$ cat config.mk
export PLATFORM = sky130hd
export DESIGN_NAME = rx_desc_walker
export DESIGN_NICKNAME = d
export VERILOG_FILES = /design/src/rtl/rxdw_pkg.sv /design/src/rtl/rxdw_ctrl.sv /design/src/rtl/rxdw_ptr.sv /design/src/rtl/rx_desc_walker.sv
export SDC_FILE = /design/constraint.sdc
export NUM_CORES = 1
export LEC_CHECK = 0
export BUFFER_PORTS_ARGS = -buffer_cell sky130_fd_sc_hd__buf_2
export CORE_MARGIN = 8
export CORE_UTILIZATION = 37
export CTS_BUF_LIST = sky130_fd_sc_hd__clkbuf_4
export DETAILED_ROUTE_END_ITERATION = 16
export PLACE_DENSITY = 0.71
export SYNTH_ARGS = -nofsm -noshare
export SYNTH_HDL_FRONTEND = slang
export SYNTH_SLANG_ARGS = --single-unit
$ cat constraint.sdc
create_clock -name clk -period 4.3 [get_ports clk]
set_input_delay 0.43 -clock clk [delete_from_list [all_inputs] [get_ports clk]]
set_output_delay 0.43 -clock clk [all_outputs]
set_load 0.01 [all_outputs]
$ cat src/rtl/rxdw_pkg.sv
package rxdw_pkg;

    typedef enum logic [1:0] {
        ST_IDLE  = 2'd0,
        ST_READY = 2'd1,
        ST_FETCH = 2'd2,
        ST_TAIL  = 2'd3
    } rxdw_state_e;

    typedef struct packed {
        rxdw_state_e state;
        logic        sent;       // link request accepted, awaiting data
        logic        stop_pend;  // stop seen during a fetch
    } ctrl_regs_t;

    localparam ctrl_regs_t CTRL_RESET = '{state: ST_IDLE, sent: 1'b0, stop_pend: 1'b0};

endpackage

$ cat src/rtl/rxdw_ctrl.sv
module rxdw_ctrl
    import rxdw_pkg::*;
(
    input  logic        clk,
    input  logic        rst_n,
    input  logic        soft_rst,
    input  logic        start_hit,
    input  logic        stop,
    input  logic        adv,
    input  logic        req_ready,
    input  logic        rsp_valid,
    input  logic        rsp_nonnull,
    output rxdw_state_e state,
    output logic        req_valid,
    output logic        link_load
);

    ctrl_regs_t q, d;
    logic       rsp_take;

    always_comb begin
        d         = q;
        link_load = 1'b0;
        req_valid = (q.state == ST_FETCH) && !q.sent;
        rsp_take  = (q.state == ST_FETCH) && q.sent && rsp_valid;

        case (q.state)
            ST_IDLE: begin
                if (start_hit && !stop) d.state = ST_READY;
            end
            ST_READY: begin
                if (stop) begin
                    d.state = ST_IDLE;
                end else if (adv) begin
                    d.state = ST_FETCH;
                    d.sent  = 1'b0;
                end
            end
            ST_TAIL: begin
                if (stop) begin
                    d.state = ST_IDLE;
                end else if (start_hit) begin
                    d.state = ST_FETCH;
                    d.sent  = 1'b0;
                end
            end
            ST_FETCH: begin
                if (stop) d.stop_pend = 1'b1;
                if (req_valid && req_ready) d.sent = 1'b1;
                if (rsp_take) begin
                    link_load   = rsp_nonnull;
                    d.sent      = 1'b0;
                    d.stop_pend = 1'b0;
                    if (q.stop_pend || stop) d.state = ST_IDLE;
                    else if (rsp_nonnull)    d.state = ST_READY;
                    else                     d.state = ST_TAIL;
                end
            end
            default: d = CTRL_RESET;
        endcase

        if (soft_rst) begin
            d         = CTRL_RESET;
            link_load = 1'b0;
        end
    end

    always_ff @(posedge clk or negedge rst_n) begin
        if (!rst_n) q <= CTRL_RESET;
        else        q <= d;
    end

    assign state = q.state;

endmodule

$ cat src/rtl/rxdw_ptr.sv
module rxdw_ptr #(
    parameter int AW    = 32,
    parameter int ALIGN = 3
) (
    input  logic          clk,
    input  logic          rst_n,
    input  logic          soft_rst,
    input  logic          wr_en,
    input  logic [AW-1:0] wr_data,
    input  logic          idle,
    input  logic          link_load,
    input  logic [AW-1:0] link_data,
    output logic [AW-1:0] ptr,
    output logic          wr_err
);

    localparam logic [AW-1:0] KEEP_MASK = {{(AW-ALIGN){1'b1}}, {ALIGN{1'b0}}};

    typedef struct packed {
        logic [AW-1:0] ptr;
        logic          err;
    } ptr_regs_t;

    localparam ptr_regs_t PTR_RESET = '{ptr: '0, err: 1'b0};

    ptr_regs_t q, d;

    always_comb begin
        d     = q;
        d.err = 1'b0;
        if (wr_en) begin
            if (idle) d.ptr = wr_data & KEEP_MASK;
            else      d.err = 1'b1;
        end
        if (link_load) d.ptr = link_data & KEEP_MASK;
        if (soft_rst)  d = PTR_RESET;
    end

    always_ff @(posedge clk or negedge rst_n) begin
        if (!rst_n) q <= PTR_RESET;
        else        q <= d;
    end

    assign ptr    = q.ptr;
    assign wr_err = q.err;

endmodule

$ cat src/rtl/rx_desc_walker.sv
module rx_desc_walker
    import rxdw_pkg::*;
#(
    parameter int AW    = 32,
    parameter int ALIGN = 3
) (
    input  logic          clk,
    input  logic          rst_n,
    input  logic          soft_rst,
    input  logic          reg_wr_en,
    input  logic [AW-1:0] reg_wr_data,
    input  logic          ctrl_start,
    input  logic          ctrl_sel,
    input  logic          ctrl_stop,
    input  logic          adv_req,
    output logic          rd_req_valid,
    input  logic          rd_req_ready,
    output logic [AW-1:0] rd_req_addr,
    input  logic          rd_rsp_valid,
    input  logic [AW-1:0] rd_rsp_data,
    output logic [AW-1:0] ptr_out,
    output logic          q_active,
    output logic          q_ready,
    output logic          q_tail,
    output logic          wr_err
);

    rxdw_state_e state;
    logic        start_hit;
    logic        link_nonnull;
    logic        link_load;

    assign start_hit    = ctrl_start & ctrl_sel;
    assign link_nonnull = |rd_rsp_data[AW-1:ALIGN];

    rxdw_ctrl u_ctrl (
        .clk        (clk),
        .rst_n      (rst_n),
        .soft_rst   (soft_rst),
        .start_hit  (start_hit),
        .stop       (ctrl_stop),
        .adv        (adv_req),
        .req_ready  (rd_req_ready),
        .rsp_valid  (rd_rsp_valid),
        .rsp_nonnull(link_nonnull),
        .state      (state),
        .req_valid  (rd_req_valid),
        .link_load  (link_load)
    );

    rxdw_ptr #(.AW(AW), .ALIGN(ALIGN)) u_ptr (
        .clk      (clk),
        .rst_n    (rst_n),
        .soft_rst (soft_rst),
        .wr_en    (reg_wr_en),
        .wr_data  (reg_wr_data),
        .idle     (state == ST_IDLE),
        .link_load(link_load),
        .link_data(rd_rsp_data),
        .ptr      (ptr_out),
        .wr_err   (wr_err)
    );

    assign rd_req_addr = ptr_out;
    assign q_active    = (state != ST_IDLE);
    assign q_ready     = (state == ST_READY);
    assign q_tail      = (state == ST_TAIL);

endmodule

## Word level (Yosys, flattened, before mapping)

Cells that the tools add are included.

| storage, ports and cells | value |
|---|---|
| flip-flop bits (word level) | 37 |
| bits of input ports | 74 |
| output and inout bits | 69 |
| logic and storage cells | 62 |

| operators by class | value |
|---|---|
| equality and inequality tests | 12 |
| mux-type cells | 24 |
| bitwise gates (word level) | 1 |
| reductions and logical operators | 20 |

Operators by type and width:

| cell | count |
|---|---|
| 33-bit 2-to-1 mux | 2 |
| 32-bit 2-to-1 mux | 2 |
| 29-bit OR reduction | 1 |
| 3-bit != test (second input constant) | 4 |
| 2-bit 2-to-1 mux | 5 |
| 1-bit 2-to-1 mux | 9 |
| 3-bit nonzero test | 3 |
| 4-bit 2-to-1 mux | 2 |
| 4-bit by 3-bit != test with 1-bit output (second input constant) | 2 |
| 2-bit one-hot mux with 4 select lines | 1 |
| 3-bit 2-to-1 mux | 2 |
| 3-bit by 2-bit != test with 1-bit output (second input constant) | 2 |
| 6-bit AND reduction | 1 |
| 1-bit logical AND | 5 |
| 2-bit == test (second input constant) | 2 |
| 4-bit != test (second input constant) | 1 |
| 2-bit AND reduction | 2 |
| 4-bit AND reduction | 1 |
| 2-bit nonzero test | 2 |
| 4-bit nonzero test | 1 |
| 1-bit one-hot mux with 3 select lines | 1 |
| 2-bit by 1-bit == test with 1-bit output (second input constant) | 1 |
| 1-bit logical NOT | 2 |
| 2-bit logical NOT | 1 |
| 2 further kinds | 2 |

## Logic depth before layout (Yosys ltp)

Gate-level depths: netlist of run 1.

| depth | value |
|---|---|
| depth in word-level cells | 8 |
| mapped depth | 7 |

## Hierarchy

A second synthesis of run 1 with hierarchy kept.

| second synthesis, totals | value |
|---|---|
| cells, all modules | 218 |
| area total of the unflattened synthesis | 1980.6 um^2 |

Modules (own cells, without submodules):

| module | instances | cells an instance | area each (um^2) | seq. area each (um^2) |
|---|---|---|---|---|
| rxdw_ptr | 1 | 138 | 1356.3 | 750.7 |
| rx_desc_walker | 1 | 47 | 341.6 | 0.0 |
| rxdw_ctrl | 1 | 33 | 282.8 | 100.1 |

## Worst setup path before layout of run 1

OpenSTA, ideal clock, no wires.

| path | value |
|---|---|
| path kind | in2reg |
| start | input rd_rsp_data[24] |
| end | register u_ptr.q, in the netlist u_ptr.ptr[27] |
| setup time | 0.092 ns |
| arrival time | 1.423 ns |
| required time | 4.208 ns |
| setup slack | 2.786 ns |
| stages | 6 |
| path through | nor4_1 and4_1 a21oi_1 buf_6 buf_6 o31ai_2 |

| on the way | value |
|---|---|
| cells in the longest elaborated chain, start to end | 6 |
| elaborated cells between the ends (all ways) | 9 |

RTL lines:

| item | RTL line | text |
|---|---|---|
| start, declared | rx_desc_walker.sv:20 | `input logic [AW-1:0] rd_rsp_data,` |
| 29-bit OR reduction (*) | rx_desc_walker.sv:34 | `assign link_nonnull = \|rd_rsp_data[AW-1:ALIGN];` |
| 1-bit 2-to-1 mux (*) | rxdw_ctrl.sv:50 | `if (rsp_take) begin` |
| 1-bit 2-to-1 mux (*) | rxdw_ctrl.sv:27 | `case (q.state)` |
| 1-bit 2-to-1 mux (*) | rxdw_ctrl.sv:62 | `if (soft_rst) begin` |
| 3-bit nonzero test (no line) / 32-bit 2-to-1 mux (equally long branches) | n/a |  |
| 2-bit AND reduction (no line) / 33-bit 2-to-1 mux (equally long branches) | n/a |  |
| end signal, assigned | rxdw_ptr.sv:40 | `if (!rst_n) q <= PTR_RESET;` |
| end signal, assigned | rxdw_ptr.sv:41 | `else q <= d;` |
| end, declared | rxdw_ptr.sv:26 | `ptr_regs_t q, d;` |

Every way passes the cells marked *; elsewhere a longest branch is shown, timed or not.
A chain may end at the register's enable or synchronous reset.

## Final worst setup path of run 1

| path | value |
|---|---|
| start | register u_ctrl.q, in the netlist u_ctrl.state[1] |
| end | register u_ptr.q, in the netlist u_ptr.ptr[26] |

| on the way | value |
|---|---|
| cells in the longest elaborated chain, start to end | 8 |
| elaborated cells between the ends (all ways) | 12 |

RTL lines:

| item | RTL line | text |
|---|---|---|
| start, declared | rxdw_ctrl.sv:18 | `ctrl_regs_t q, d;` |
| start signal, assigned | rxdw_ctrl.sv:69 | `if (!rst_n) q <= CTRL_RESET;` |
| start signal, assigned | rxdw_ctrl.sv:70 | `else q <= d;` |
| 2-bit == test | rxdw_ctrl.sv:25, rxdw_ctrl.sv:27 |  |
| 1-bit logical AND (2 in a row) | rxdw_ctrl.sv:25 | `rsp_take = (q.state == ST_FETCH) && q.sent && rsp_valid;` |
| 1-bit 2-to-1 mux | rxdw_ctrl.sv:50 |  |
| 1-bit 2-to-1 mux | rxdw_ctrl.sv:27 |  |
| 1-bit 2-to-1 mux | rxdw_ctrl.sv:62 |  |
| 3-bit nonzero test (no line) / 32-bit 2-to-1 mux (equally long branches) | n/a |  |
| 2-bit AND reduction (no line) / 33-bit 2-to-1 mux (equally long branches) | n/a |  |

Several ways; a longest one is shown, not always the timed one.

==> results of run 1 <==
==> registers in the layout (all words and copies together) (netlist names) <==
name and count:
u_ptr.ptr 29, u_ctrl.state 2, u_ptr.wr_err 1, u_ctrl.q 2
==> metal layers <==
layer / wire [um] / up-vias / global-route usage, % / part of all wire, %
met2: 2890 / 97 / 24.7 / 47
met4: 69 / 0 / 4.50 / 1.1
met1: 2650 / 935 / 17.4 / 43
met5: 0 / - / 0 / 0
li1: - / 945 / - / -
met3: 599 / 8 / 5.68 / 9.7
==> cell usage in the layout, fill, tap and decap left out, drive strengths merged <==
cell type  instances
a21o               1
nand2b             2
buf              133
a21oi              8
nor2b              2
dfrtp             34
o2111ai            1
a211oi             1
nor2               7
o31ai             29
or3                1
and4               2
o21ai              3
a31oi              1
conb               6
clkbuf             7
inv               32
and2               2
nor4               6
o211ai             1
a22oi             29
o211a              1
o221ai             1
nand2              1
nor3               3
nand4b             1
nand3              2
==> through the flow <==
stage          cell area (um2)  setup slack [ns]  hold slack (ns)
3_5_place_dp              2530              2.23            0.536
5_1_grt                   2590              2.03            0.211
4_1_cts                   2590              2.20            0.174
6_report                  2590              2.25            0.171
2_1_floorplan             2100              2.79            0.134
3_3_place_gp              2530              2.27            0.531
==> cell families after synthesis <==
family          count (synthesis)  share of synthesized area, %
buf+inv                        82                          22.5
compound gates                 76                          28.7
flops                          34                          40.9
simple gates                   29                          7.81
other cells                     1                         0.180
==> layout make-up <==
cell class / count / area [um2] / share of cell area (%)
flip-flops and latches: 34 / 851 / 32.9
multi-input cells: 111 / 801 / 30.9
repair buffers: 133 / 673 / 26.0
inverters: 32 / 120 / 4.64
well taps: 72 / 90.1 / 3.48
clock buffers: 7 / 52.6 / 2.03
==> worst max path at each step <==
| stage | from | endpoint | slack (ns) | depth (start not counted) |
|---|---|---|---|---|
| final | u_ctrl.state[1]$_DFFE_PN0P_ | u_ptr.ptr[26]$_DFFE_PN0P_ | 2.25 | 3 |
| after global routing | u_ctrl.state[1]$_DFFE_PN0P_ | u_ptr.ptr[22]$_DFFE_PN0P_ | 2.03 | 3 |
| after CTS | u_ctrl.state[1]$_DFFE_PN0P_ | u_ptr.ptr[11]$_DFFE_PN0P_ | 2.20 | 3 |
| after detailed placement | u_ctrl.state[1]$_DFFE_PN0P_ | u_ptr.ptr[22]$_DFFE_PN0P_ | 2.23 | 3 |
| after global placement | u_ctrl.state[1]$_DFFE_PN0P_ | u_ptr.ptr[9]$_DFFE_PN0P_ | 2.27 | 3 |
| after floorplan | rd_rsp_data[24] | u_ptr.ptr[27]$_DFFE_PN0P_ | 2.79 | 6 |
==> report_power, final <==
part | switching, mW | leakage, nW | internal, mW
sequential | 0.0187 | 0.457 | 0.342
combinational | 0.101 | 0.897 | 0.0770
clock | 0.101 | 0.0322 | 0.0743
total | 0.222 | 1.39 | 0.493
==> run_results.csv, run 1 <==
group,metric,value,unit
logic_synthesis,yosysTopAreaCell,"dfrtp_1",
grt,grt_pass1_wl,10.2,mm
place,dp_cells,382,
place,numPortBuffers,130,
route,routed_wl,6.20,mm
sta,fmax,0.487,GHz
clocking,hold_buffers,0,
setup_path,critPathArrivalTime,2.23,ns
clocking,cts_max_path_buffers,2,
logic_synthesis,synthTopCellsByCount,"buf_4, dfrtp_1, inv_1, a22oi_1, o31ai_1",
die,ios,143,
grt,grt_max_degree,35,
final_layout,n_antenna_cell,0,
grt,grt_usage,14.9,%
final_layout,drive_gt1_share,48.3,%
logic_synthesis,synth_edf_count,0,
route,via_per_inst,5.10,
hold_path,min_path_type,"in2async",
place,place.gp.congestion,0.858,
final_layout,syn_to_final_growth,24.3,%
grt,grt_pass1_vias,2074,
final_layout,utilization,47.3,%
route,drt-initial-drc-count,70,
logic_synthesis,yosys_warnings,0,
final_layout,final_nets,391,
clocking,cts_made_buffers,5,
logic_synthesis,syn_area,2080,um2
route,wire_per_inst,15.9,um
setup_path,cp.required,4.48,ns
setup_path,critPathCaptureType,"flip-flop",
sta,maxSlewHeadroom,34.9,%
pwr,p_leak,1.39,nW
clocking,post_cts_buffers,0,
logic_synthesis,ys.flop_type,"dfrtp_1",
setup_path,rr_worst_depth,3,
setup_path,worst-path-buf-inv,0,
die,coreArea,5470,um2
setup_path,cpPeakStageDelay,0.82,ns
flow_run,maxCapViolCount,0,
setup_path,reg2reg_from,"u_ctrl.state[1]$_DFFE_PN0P_",
setup_path,r2r-end,"u_ptr.ptr[26]$_DFFE_PN0P_",
sta,hold_viol,0,
grt,antenna_found_initial,0,
logic_synthesis,avgSynthCellArea,9.38,um2
die,die_h,91.0,um
sta,tightest_slew,0.974,ns
setup_path,crit_chain,"nand4b_1 > a21oi_4 > o31ai_1",
logic_synthesis,synth-seq-cells,34,
route,drtPass1Iterations,5,
final_layout,final_cells,389,
setup_path,setup.worst_path.class,"reg2reg",
logic_synthesis,synthArstFlopShare,100,%
logic_synthesis,synth_area_leaders,"dfrtp_1, buf_4, a22oi_1, o31ai_1, o31ai_2",
pwr,finalPower,0.715,mW
die,placementRows,27,
die,initial_core_util,38.0,%
clocking,tritoncts,"done",
clocking,clockRootBuffer,"clkbuf_4",
sta,setup_tns,0,ns
setup_path,slowest_stage,"a21oi_4",
sta,timing.final.setup_violations,0,
setup_path,critPathTopFamily,"compound AO/OA/AOI/OAI gates",
die,fp.dieW,91.0,um
clocking,clock_latency,0.33,ns
route,num_vias,1985,
clocking,cts.repair.resized,0,
logic_synthesis,synthCells,222,
logic_synthesis,synth_cell_types,31,
sta,finalCritPeriodShare,47.7,%
pwr,vdd_ir_drop_max,113,uV
place,dpl.hpwl,4.71,mm
setup_path,critPathMaxFanout,29,
route,drc_errors,0,
clocking,htree_levels,2,
final_layout,fillCellCount,543,
sta,fin_worst_skew,0.0125,ns
logic_synthesis,yosys.area.top_type_share,40.9,%
clocking,cts.sinks,34,
logic_synthesis,yosysMostFrequentCell,"buf_4",
setup_path,reg2reg_setup_slack,2.25,ns
die,die_area,8280,um2
run_status,status,"completed",
sta,grt_setup_unrepaired,"false",
sta,slew_viol_final,0,
logic_synthesis,yosysSeqAreaShare,40.9,%
grt,grt.overflow.total,0,
pwr,p_per_area,276,nW/um2
clocking,clk_pin_slew,0.11,ns
route,ant_nets,0,
sta,timing.final.crit_period,2.05,ns
setup_path,start_kind,"flip-flop",
No activity file was read; power rests on OpenSTA's default activity.
==> run 2, diff against run 1 <==
--- a/config.mk
+++ b/config.mk
@@ -5,12 +5,13 @@
 export SDC_FILE = /design/constraint.sdc
 export NUM_CORES = 1
 export LEC_CHECK = 0
+export ABC_AREA = 1
 export BUFFER_PORTS_ARGS = -buffer_cell sky130_fd_sc_hd__buf_2
 export CORE_MARGIN = 8
 export CORE_UTILIZATION = 37
 export CTS_BUF_LIST = sky130_fd_sc_hd__clkbuf_4
 export DETAILED_ROUTE_END_ITERATION = 16
-export PLACE_DENSITY = 0.71
+export PLACE_DENSITY = 0.66
 export SYNTH_ARGS = -nofsm -noshare
 export SYNTH_HDL_FRONTEND = slang
 export SYNTH_SLANG_ARGS = --single-unit
==> constraint.sdc (replaced) <==
create_clock -name clk -period 2.07 [get_ports clk]
set_input_delay 0.207 -clock clk [delete_from_list [all_inputs] [get_ports clk]]
set_output_delay 0.207 -clock clk [all_outputs]
set_load 0.01 [all_outputs]
==> run_results.csv, run 2 <==
group,metric,value,unit
pwr,p_per_area,501,nW/um2
clocking,cts_max_path_buffers,2,
route,drc_errors,0,
setup_path,start_kind,"flip-flop",
setup_path,setup.worst_path.class,"reg2reg",
final_layout,final_common_cell,"nand2_1",
grt,grt_pass1_vias,2738,
route,wire_per_inst,12.7,um
route,drtPass1Iterations,4,
sta,grt_setup_unrepaired,"false",
final_layout,largest_register_ffs,29,
setup_path,critPathMaxFanout,32,
pwr,vdd_ir_drop_max,250,uV
die,die_h,100,um
logic_synthesis,avgSynthCellArea,6.31,um2
route,ant_nets,0,
logic_synthesis,syn_area,2640,um2
grt,grt_usage,15.0,%
clocking,cts.sinks,34,
sta,timing.final.crit_period,1.72,ns
final_layout,final_cell_mix,"nand2_1, buf_2, inv_1",
logic_synthesis,yosys_warnings,0,
clocking,clock_latency,0.32,ns
die,ios,143,
die,coreArea,6830,um2
final_layout,multiInputGateArea,1200,um2
clocking,htree_levels,2,
route,routed_wl,7.73,mm
logic_synthesis,synthCells,418,
clocking,clk_pin_slew,0.11,ns
setup_path,cp.required,2.29,ns
flow_run,maxCapViolCount,0,
logic_synthesis,synth_area_leaders,"dfrtp_1, nand2_1, buf_4, inv_1, nand4_1",
final_layout,regArea,851,um2
grt,grt_max_degree,35,
run_status,status,"completed",
route,drt-initial-drc-count,71,
clocking,cts_made_buffers,5,
logic_synthesis,synth-seq-cells,34,
logic_synthesis,ys.flop_type,"dfrtp_1",
logic_synthesis,synthTopCellsByCount,"nand2_1, inv_1, buf_4, dfrtp_1, nand3_1",
sta,finalCritPeriodShare,83.2,%
pwr,finalPower,1.58,mW
grt,grt_pass1_wl,12.5,mm
die,initial_core_util,38.6,%
sta,hold_viol,0,
logic_synthesis,yosysTopAreaCell,"dfrtp_1",
pwr,p_leak,2.17,nW
sta,fmax,0.581,GHz
clocking,post_cts_buffers,0,
final_layout,fillCellCount,754,
sta,fin_worst_skew,0.00874,ns
sta,slew_viol_final,0,
logic_synthesis,synth_edf_count,0,
hold_path,min_path_type,"in2reg",
setup_path,critPathArrivalTime,1.95,ns
route,via_per_inst,4.57,
die,fp.dieW,100,um
setup_path,critPathCaptureType,"flip-flop",
logic_synthesis,synth_cell_types,25,
logic_synthesis,synthArstFlopShare,100,%
logic_synthesis,yosysMostFrequentCell,"nand2_1",
final_layout,drive_gt1_share,30.1,%
sta,tightest_slew,0.770,ns
grt,antenna_found_initial,0,
logic_synthesis,yosys.area.top_type_share,32.3,%
place,numPortBuffers,130,
grt,grt.overflow.total,0,
clocking,clockRootBuffer,"clkbuf_4",
die,die_area,10100,um2
sta,setup_tns,0,ns
sta,timing.final.setup_violations,0,
logic_synthesis,yosysSeqAreaShare,32.3,%
final_layout,syn_to_final_growth,19.9,%
sta,maxSlewHeadroom,48.7,%
final_layout,final_nets,585,
route,num_vias,2779,
place,place.gp.congestion,0.790,
clocking,tritoncts,"done",
place,dpl.hpwl,5.92,mm
final_layout,n_antenna_cell,0,
die,placementRows,30,
==> run 2: cell families (layout without fill, tap and decap cells) <==
logic type	count (synthesis)	after routing	synth area share, %
other	1	6	0.142
buffers and inverters	114	203	23.1
flip-flops	34	34	32.3
AO/OA/AOI/OAI	11	11	2.66
AND/OR/NAND/NOR	258	258	41.8
==> run 2: metal layers <==
layer	track usage, %	up-vias	routed length (um)	share of wire [%]
met3	4.08	5	545	7.1
li1	-	1432	-	-
met2	26.8	89	3770	49
met1	17.1	1253	3350	43
met4	4.19	0	59	0.76
met5	0	-	0	0
==> run 2: worst paths after layout <==
check                                            startpoint                           to  slack [ns]  depth (start not counted)
worst max register to register  u_ctrl.state[0]$_DFFE_PN0P_     u_ptr.ptr[8]$_DFFE_PN0P_        0.35                         10
max in group asynchronous                             rst_n    u_ptr.ptr[18]$_DFFE_PN0P_        1.09                          2
worst max-delay path            u_ctrl.state[0]$_DFFE_PN0P_     u_ptr.ptr[8]$_DFFE_PN0P_        0.35                         10
worst min-delay path                              ctrl_stop  u_ctrl.state[0]$_DFFE_PN0P_        0.16                          2
worst min register to register    u_ptr.ptr[21]$_DFFE_PN0P_    u_ptr.ptr[21]$_DFFE_PN0P_        0.53                          2
min in group asynchronous                             rst_n  u_ctrl.state[0]$_DFFE_PN0P_        0.48                          2
==> run 2: power by group <==
part           internal, mW  switching (mW)  leakage (nW)
registers             0.714          0.0371         0.459
logic                 0.185           0.287          1.68
clock network         0.141           0.220        0.0331
total                  1.04           0.544          2.17
==> run 2: final cells by class <==
class / count / area share, %
tap: 96 / 3.80
clock inverter: 2 / 0.277
sequential: 34 / 26.9
timing repair buffer: 140 / 23.0
multi-input combinational: 275 / 38.1
clock buffer: 6 / 1.42
inverter: 55 / 6.53
==> run 2: worst max-delay path: stages, from the launching register on <==
cell and delay, ns:
dfrtp_1 0.41, inv_2 0.07, nand2_1 0.11, nor2_4 0.12, buf_4 0.33, nand3_2 0.12, buf_4 0.22, nand2_1 0.07
nand2_1 0.04, nand2_1 0.07, nand2_1 0.05
==> run 2: what timing repair did <==
action / 4_1_cts / 5_1_grt
hold buffers: 1 / 0
gates resized for setup: 0 / 1
setup endpoints to repair: 0 / 11
hold endpoints to repair: 34 / 0
==> run 2: per-stage QoR <==
stage	worst slack [ns]	hold slack (ns)	instance area, um2	instances	util [%]
finish	0.348	0.155	3160	608	46.3
global route	0.169	0.146	3160	608	46.3
CTS	0.0455	0.124	3160	608	46.2
detailed placement	0.0702	0.340	3090	599	45.3
global placement	0.0936	0.337	3090	599	45.3
floorplan	0.751	-0.0886	2660	423	-
